## src/rtl/wdt_pkg.sv

```systemverilog
package wdt_pkg;
  localparam int unsigned DW        = 8;
  localparam int unsigned AW        = 4;
  localparam int unsigned CW        = 6;
  localparam int unsigned MIN_LOAD  = 4;
  localparam logic [DW-1:0] KICK_CODE = 8'h01;

  typedef enum logic [1:0] {
    SLOT_COUNT = 2'd0,
    SLOT_STAT  = 2'd1,
    SLOT_CTRL  = 2'd2,
    SLOT_TMR   = 2'd3
  } slot_e;
endpackage

```

## src/rtl/wdt_rst_sync.sv

```systemverilog
module wdt_rst_sync (
  input  logic clk,
  input  logic rst_n,
  output logic rst_n_sync
);
  logic [1:0] sh_q;

  always_ff @(posedge clk or negedge rst_n) begin
    if (!rst_n) sh_q <= 2'b00;
    else        sh_q <= {sh_q[0], 1'b1};
  end

  assign rst_n_sync = sh_q[1];
endmodule

```

## src/rtl/wdt_prescaler.sv

```systemverilog
module wdt_prescaler #(
  parameter int unsigned PRESCALE = 20_000_000
) (
  input  logic clk,
  input  logic rst_n,
  input  logic run,
  input  logic restart,
  output logic tick
);
  localparam int unsigned PW = (PRESCALE > 1) ? $clog2(PRESCALE) : 1;
  localparam logic [PW-1:0] LAST = PW'(PRESCALE - 1);

  logic [PW-1:0] pre_q, pre_d;
  logic          at_last;

  assign at_last = (pre_q == LAST);
  assign tick    = run && !restart && at_last;

  always_comb begin
    pre_d = pre_q;
    if (restart)      pre_d = '0;
    else if (run)     pre_d = at_last ? '0 : pre_q + 1'b1;
  end

  always_ff @(posedge clk or negedge rst_n) begin
    if (!rst_n) pre_q <= '0;
    else        pre_q <= pre_d;
  end
endmodule

```

## src/rtl/wdt_regs.sv

```systemverilog
module wdt_regs
  import wdt_pkg::*;
#(
  parameter int unsigned RESET_RELOAD = 50
) (
  input  logic          clk,
  input  logic          rst_n,
  input  logic          bus_wr,
  input  logic [AW-1:0] bus_addr,
  input  logic [DW-1:0] bus_wdata,
  output logic [DW-1:0] bus_rdata,
  input  logic [CW-1:0] count,
  input  logic [1:0]    sts,
  output logic          halt,
  output logic          ie,
  output logic [CW-1:0] reload,
  output logic          kick,
  output logic [1:0]    sts_clr
);
  localparam int unsigned XW = DW - CW;

  logic          aligned;
  slot_e         slot;
  logic          halt_q, halt_d, ie_q, ie_d;
  logic [CW-1:0] reload_q, reload_d;
  logic [XW-1:0] spare_q, spare_d;
  logic          wr_ctrl, wr_tmr, wr_stat, wr_cnt;

  assign aligned = (bus_addr[1:0] == 2'b00);
  assign slot    = slot_e'(bus_addr[3:2]);
  assign wr_cnt  = bus_wr && aligned && (slot == SLOT_COUNT);
  assign wr_stat = bus_wr && aligned && (slot == SLOT_STAT);
  assign wr_ctrl = bus_wr && aligned && (slot == SLOT_CTRL);
  assign wr_tmr  = bus_wr && aligned && (slot == SLOT_TMR);

  assign kick    = wr_cnt && (bus_wdata == KICK_CODE);
  assign sts_clr = wr_stat ? bus_wdata[1:0] : 2'b00;

  always_comb begin
    halt_d   = halt_q;
    ie_d     = ie_q;
    reload_d = reload_q;
    spare_d  = spare_q;
    if (wr_ctrl) begin
      halt_d = bus_wdata[0];
      ie_d   = bus_wdata[1];
    end
    if (wr_tmr) begin
      spare_d = bus_wdata[DW-1:CW];
      if (bus_wdata[CW-1:0] >= CW'(MIN_LOAD)) reload_d = bus_wdata[CW-1:0];
    end
  end

  always_ff @(posedge clk or negedge rst_n) begin
    if (!rst_n) begin
      halt_q   <= 1'b1;
      ie_q     <= 1'b0;
      reload_q <= CW'(RESET_RELOAD);
      spare_q  <= '0;
    end else begin
      halt_q   <= halt_d;
      ie_q     <= ie_d;
      reload_q <= reload_d;
      spare_q  <= spare_d;
    end
  end

  always_comb begin
    bus_rdata = '0;
    if (aligned) begin
      unique case (slot)
        SLOT_COUNT: bus_rdata = {{XW{1'b0}}, count};
        SLOT_STAT:  bus_rdata = {{(DW-2){1'b0}}, sts};
        SLOT_CTRL:  bus_rdata = {{(DW-2){1'b0}}, ie_q, halt_q};
        SLOT_TMR:   bus_rdata = {spare_q, reload_q};
        default:    bus_rdata = '0;
      endcase
    end
  end

  assign halt   = halt_q;
  assign ie     = ie_q;
  assign reload = reload_q;
endmodule

```

## src/rtl/wdt_core.sv

```systemverilog
module wdt_core
  import wdt_pkg::*;
#(
  parameter int unsigned RESET_RELOAD = 50
) (
  input  logic          clk,
  input  logic          rst_n,
  input  logic          tick,
  input  logic          kick,
  input  logic [CW-1:0] reload,
  input  logic [1:0]    sts_clr,
  input  logic          ie,
  input  logic          reboot_ok,
  output logic [CW-1:0] count,
  output logic [1:0]    sts,
  output logic          smi_irq,
  output logic          rst_req
);
  logic [CW-1:0] cnt_q, cnt_d;
  logic          first_q, first_d, second_q, second_d;
  logic          smi_q, smi_d, rst_q, rst_d;

  always_comb begin
    cnt_d    = cnt_q;
    first_d  = first_q;
    second_d = second_q;
    smi_d    = 1'b0;
    rst_d    = rst_q;
    if (sts_clr[0]) first_d = 1'b0;
    if (sts_clr[1]) begin
      second_d = 1'b0;
      rst_d    = 1'b0;
    end
    if (kick) begin
      cnt_d   = reload;
      first_d = 1'b0;
    end else if (tick) begin
      if (cnt_q == '0) begin
        cnt_d = reload;
        if (!first_q) begin
          first_d = 1'b1;
          smi_d   = ie;
        end else begin
          second_d = 1'b1;
          if (reboot_ok) rst_d = 1'b1;
        end
      end else begin
        cnt_d = cnt_q - 1'b1;
      end
    end
  end

  always_ff @(posedge clk or negedge rst_n) begin
    if (!rst_n) begin
      cnt_q    <= CW'(RESET_RELOAD);
      first_q  <= 1'b0;
      second_q <= 1'b0;
      smi_q    <= 1'b0;
      rst_q    <= 1'b0;
    end else begin
      cnt_q    <= cnt_d;
      first_q  <= first_d;
      second_q <= second_d;
      smi_q    <= smi_d;
      rst_q    <= rst_d;
    end
  end

  assign count   = cnt_q;
  assign sts     = {second_q, first_q};
  assign smi_irq = smi_q;
  assign rst_req = rst_q;
endmodule

```

## src/rtl/chip_wdt.sv

```systemverilog
module chip_wdt
  import wdt_pkg::*;
#(
  parameter int unsigned PRESCALE     = 20_000_000,
  parameter int unsigned RESET_RELOAD = 50
) (
  input  logic       clk,
  input  logic       rst_n,
  input  logic       bus_wr,
  input  logic [3:0] bus_addr,
  input  logic [7:0] bus_wdata,
  output logic [7:0] bus_rdata,
  input  logic       reboot_ok,
  output logic       smi_irq,
  output logic       rst_req
);
  logic          srst_n;
  logic          tick, kick_stb, ctl_halt, ctl_ie;
  logic [CW-1:0] cnt_val, reload_val;
  logic [1:0]    sts_val, sts_clr;

  wdt_rst_sync u_rst (.clk(clk), .rst_n(rst_n), .rst_n_sync(srst_n));

  wdt_prescaler #(.PRESCALE(PRESCALE)) u_pre (
    .clk(clk), .rst_n(srst_n), .run(!ctl_halt), .restart(kick_stb), .tick(tick)
  );

  wdt_regs #(.RESET_RELOAD(RESET_RELOAD)) u_regs (
    .clk(clk), .rst_n(srst_n), .bus_wr(bus_wr), .bus_addr(bus_addr),
    .bus_wdata(bus_wdata), .bus_rdata(bus_rdata), .count(cnt_val),
    .sts(sts_val), .halt(ctl_halt), .ie(ctl_ie), .reload(reload_val),
    .kick(kick_stb), .sts_clr(sts_clr)
  );

  wdt_core #(.RESET_RELOAD(RESET_RELOAD)) u_core (
    .clk(clk), .rst_n(srst_n), .tick(tick), .kick(kick_stb),
    .reload(reload_val), .sts_clr(sts_clr), .ie(ctl_ie),
    .reboot_ok(reboot_ok), .count(cnt_val), .sts(sts_val),
    .smi_irq(smi_irq), .rst_req(rst_req)
  );
endmodule

```

## config.mk

```make
export PLATFORM = sky130hd
export DESIGN_NAME = chip_wdt
export DESIGN_NICKNAME = d
export VERILOG_FILES = /design/src/rtl/wdt_pkg.sv /design/src/rtl/wdt_rst_sync.sv /design/src/rtl/wdt_prescaler.sv /design/src/rtl/wdt_regs.sv /design/src/rtl/wdt_core.sv /design/src/rtl/chip_wdt.sv
export SDC_FILE = /design/constraint.sdc
export NUM_CORES = 1
export LEC_CHECK = 0
export ABC_AREA = 1
export BUFFER_PORTS_ARGS = -buffer_cell sky130_fd_sc_hd__buf_4
export CORE_MARGIN = 2
export CORE_UTILIZATION = 61
export DETAILED_ROUTE_END_ITERATION = 8
export GPL_ROUTABILITY_DRIVEN = 0
export GPL_TIMING_DRIVEN = 1
export PLACE_DENSITY = 0.81
export SLEW_MARGIN = 0
export SYNTH_ARGS = -nofsm -noshare
export SYNTH_HDL_FRONTEND = slang
export SYNTH_SLANG_ARGS = --single-unit
```

## constraint.sdc

```tcl
create_clock -name clk -period 3.1 [get_ports clk]
set_input_delay 0.465 -clock clk [delete_from_list [all_inputs] [get_ports clk]]
set_output_delay 0.465 -clock clk [all_outputs]
set_load 0.01 [all_outputs]
```

==> tab_implementation.tex <==
\begin{tabular}{lr}
\hline
Metric & Value \\
\hline
\multicolumn{2}{l}{\textbf{Floorplan}} \\
Number of top-level design ports & 26 \\
Placeable core region & 4820 um\^{}2 \\
Site Rows & 25 \\
DIE HEIGHT & 75.2 um \\
Initial cell density of the core & 64.2\% \\
Die Outline Area & 5660 um\^{}2 \\
Die width & 75.2 um \\
\multicolumn{2}{l}{\textbf{STA}} \\
Setup skew after layout & 10.5 ps \\
Share of the cycle needed by the critical path after routing & 60.6\% \\
Max transition margin & 34.3\% \\
Max Transition Viols Final & 0 \\
Worst Setup Slack, final & 1220 ps \\
Final sum of negative setup slack & 0 ps \\
Max Fclk & 533 MHz \\
Count of final setup violators & 0 \\
Final number of hold-violating endpoints & 0 \\
Post-layout min period & 1880 ps \\
Setup repair after global routing missed its margin & no \\
Worst slew pin tran & 986 ps \\
\multicolumn{2}{l}{\textbf{Global route}} \\
Vias in the first global route & 2678 \\
Total Routing Usage GR & 28.8\% \\
Overall overflow remaining after global route & 0 \\
Pin count of the biggest net entering global routing & 46 \\
First-pass GRT wire length & 12200 um \\
Initial antenna violation count & 0 \\
\multicolumn{2}{l}{\textbf{CTS}} \\
Number of buffers inserted during clock tree synthesis & 5 \\
Number of setup buffers added after CTS & 0 \\
Maximum count of clock buffers along a single path & 2 \\
Clock tree from TritonCTS & built \\
Number of clock sinks & 47 \\
Clk\_lat worst skew & 300 ps \\
Clock tree root buffer cell & sky130\_fd\_sc\_hd\_\_clkbuf\_8 \\
CTS clk-pin slew, worst paths & 80 ps \\
Level count of the clock H-tree & 2 \\
\multicolumn{2}{l}{\textbf{Pwr}} \\
Power density over the cells & 426 nW/um\^{}2 \\
Pleak & 1.59 nW \\
Switching pwr & 468 uW \\
Worst vdd ir & 0.464 mV \\
Proportion of total power due to net switching & 31.9\% \\
P\_int & 1.00 mW \\
Portion of total power attributed to the clock network & 25.7\% \\
Logic pwr share & 22.2\% \\
Sequential Power Share & 52.1\% \\
Sum of internal, switching and leakage power & 1.47 mW \\
\multicolumn{2}{l}{\textbf{Place}} \\
\# placed instances & 517 \\
Worst slack, placed & 1170 ps \\
Number of buffer cells added on primary ports & 25 \\
Placed standard-cell area & 3340 um\^{}2 \\
HPWL after detailed placement & 5360 um \\
\multicolumn{2}{l}{\textbf{Job}} \\
Max Cap Violations & 0 \\
\multicolumn{2}{l}{\textbf{Yosys}} \\
Share of synthesized area occupied by flip-flops and latches & 38.3\% \\
Flip-flop and latch count after synthesis & 47 \\
Count of synthesis-stage warnings from yosys & 0 \\
Number of standard cells after synthesis & 429 \\
Syn Nets & 448 \\
Post-synthesis cell area & 3090 um\^{}2 \\
Mean area per synthesized cell & 7.21 um\^{}2 \\
Distinct cell type count of the synthesized netlist & 33 \\
\multicolumn{2}{l}{\textbf{Layout}} \\
Ratio of cells with drive above 1 in the final layout & 16.8\% \\
Area delta synth->final & 11.4\% \\
Count of nets after finishing & 477 \\
Count of antenna diodes in the layout & 0 \\
Non-filler cells in the finished layout & 526 \\
Cell area after layout & 3450 um\^{}2 \\
\multicolumn{2}{l}{\textbf{Route}} \\
Vias post-DR & 2939 \\
Number of iterations in the first detailed-routing pass & 6 \\
DRC errors left & 0 \\
Detailed router's first-iteration violation count & 272 \\
Number of routed nets with antenna violations & 0 \\
Final wirelength & 7220 um \\
Vias/cell & 5.59 \\
Avg WL per Cell & 13.7 um \\
\multicolumn{2}{l}{\textbf{Setup path}} \\
Element type at the critical path start & input pin \\
Signal arrival time at the worst endpoint & 1410 ps \\
Worst Setup Path Type & in2out \\
Kind of capture point of the worst setup path & primary output \\
CP max FO & 6 \\
Crit path required time & 2630 ps \\
R2r setup slk & 1240 ps \\
\multicolumn{2}{l}{\textbf{Hold path}} \\
Type of the most critical hold path & reg2reg \\
\multicolumn{2}{l}{\textbf{Run status}} \\
Status & finished clean \\
\hline
\end{tabular}
-- kinds of logic after synthesis --
family | Yosys count | synth area share, %
AOI/OAI and AO/OA | 45 | 9.71
buffers and inverters | 52 | 6.79
and+or+nand+nor | 263 | 38.7
other | 1 | 0.121
adders and majority gates | 3 | 1.21
muxes | 1 | 0.364
DFF | 47 | 38.3
xor gates and xnor gates | 17 | 4.81
-- final timing paths --
kind	start	cells after the start	endpoint
worst max-delay path	bus_addr[2]	6	bus_rdata[0]
worst min-delay path	u_rst.sh_q[0]$_DFF_PN0_	0	u_rst.sh_q[1]$_DFF_PN0_
worst max register to register	u_pre.pre_q[0]$_DFFE_PN0P_	10	u_pre.pre_q[18]$_DFFE_PN0P_
worst min register to register	u_rst.sh_q[0]$_DFF_PN0_	0	u_rst.sh_q[1]$_DFF_PN0_
max in group asynchronous	u_rst.sh_q[1]$_DFF_PN0_	0	u_core.count[3]$_DFFE_PN0P_
min in group asynchronous	u_rst.sh_q[1]$_DFF_PN0_	0	u_core.smi_irq$_DFF_PN0_
-- flip-flops by register name, summed over array words and instances, names as in the netlist --
register / cells
u_pre.pre_q: 25
u_core.count: 6
u_regs.reload: 6
u_regs.spare_q: 2
u_rst.sh_q: 2
u_core.first_q: 1
u_core.rst_req: 1
u_core.second_q: 1
u_core.smi_irq: 1
u_regs.halt: 1
u_regs.ie: 1
-- metrics by stage --
step	util, %	hold WS, ps
2_1_floorplan	-	169
3_3_place_gp	69.4	248
5_1_grt	71.5	374
4_1_cts	71.5	362
3_5_place_dp	69.4	248
6_report	71.5	358
-- synthesized netlist by cell type (all sizes together) --
cell type,n,area share [%]
buf,4,0.97
nor3,5,0.97
o22ai,4,1.6
nor2,60,8.8
xnor2,6,1.7
mux2,1,0.36
xor2,11,3.1
o21bai,1,0.24
dfrtp,40,32
ha,3,1.2
nand3b,2,0.49
a221oi,2,0.57
a21oi,9,1.8
a31oi,1,0.20
clkbuf,2,0.24
nand3,53,9.1
nand2,132,17
o21ai,28,5.3
inv,46,5.6
dfstp,7,5.9
conb,1,0.12
nand4,11,2.2
-- critical path, stage by stage --
cell and delay, ps:
sky130_fd_sc_hd__buf_4 130, sky130_fd_sc_hd__nand2_1 170, sky130_fd_sc_hd__inv_1 140, sky130_fd_sc_hd__a221oi_1 290
sky130_fd_sc_hd__nor2_1 70, sky130_fd_sc_hd__buf_4 140
-- metal layers --
metal	track usage [%]	vias to the layer above	part of all wire, %
met4	7.60	0	1.2
met2	43.1	118	45
met3	6.83	12	7.6
li1	-	1446	-
met1	42.2	1363	46
met5	0	-	0
-- cell usage in the layout, fill, tap and decap left out, drive strengths merged --
master and count:
a21oi 9, a221oi 2, a31oi 1, buf 27, clkbuf 7, clkinv 1, conb 1, dfrtp 40
dfstp 7, dlygate4sd3 1, ha 3, inv 46, mux2 1, nand2 132, nand3 53, nand3b 2
nand4 11, nor2 60, nor3 5, o21ai 28, o21bai 1, o22ai 4, xnor2 6, xor2 11
-- area by class of cell --
cell class,count,area [um^2]
multi-input combinational,330,1700
timing repair buffer,28,213
fill,403,1370
tap,67,83.8
clock buffer,7,86.3
inverter,46,173
clock inverter,1,5.00
sequential,47,1190
-- power by group through the flow --
| stage | Clock, mW | Sequential (mW) | Combinational, mW |
|---|---|---|---|
| 2_1_floorplan | 0 | 0.759 | 0.249 |
| 3_3_place_gp | 0 | 0.774 | 0.314 |
| 3_5_place_dp | 0 | 0.777 | 0.320 |
| 4_1_cts | 0.386 | 0.765 | 0.325 |
| 5_1_grt | 0.411 | 0.777 | 0.369 |
| 6_report | 0.378 | 0.765 | 0.326 |
-- repair_timing --
item,in CTS,in global routing
hold buffers,1,0
gates resized for setup,0,0
hold endpoints to repair,2,0
setup endpoints to repair,0,0
No activity file was read; power rests on OpenSTA's default activity.
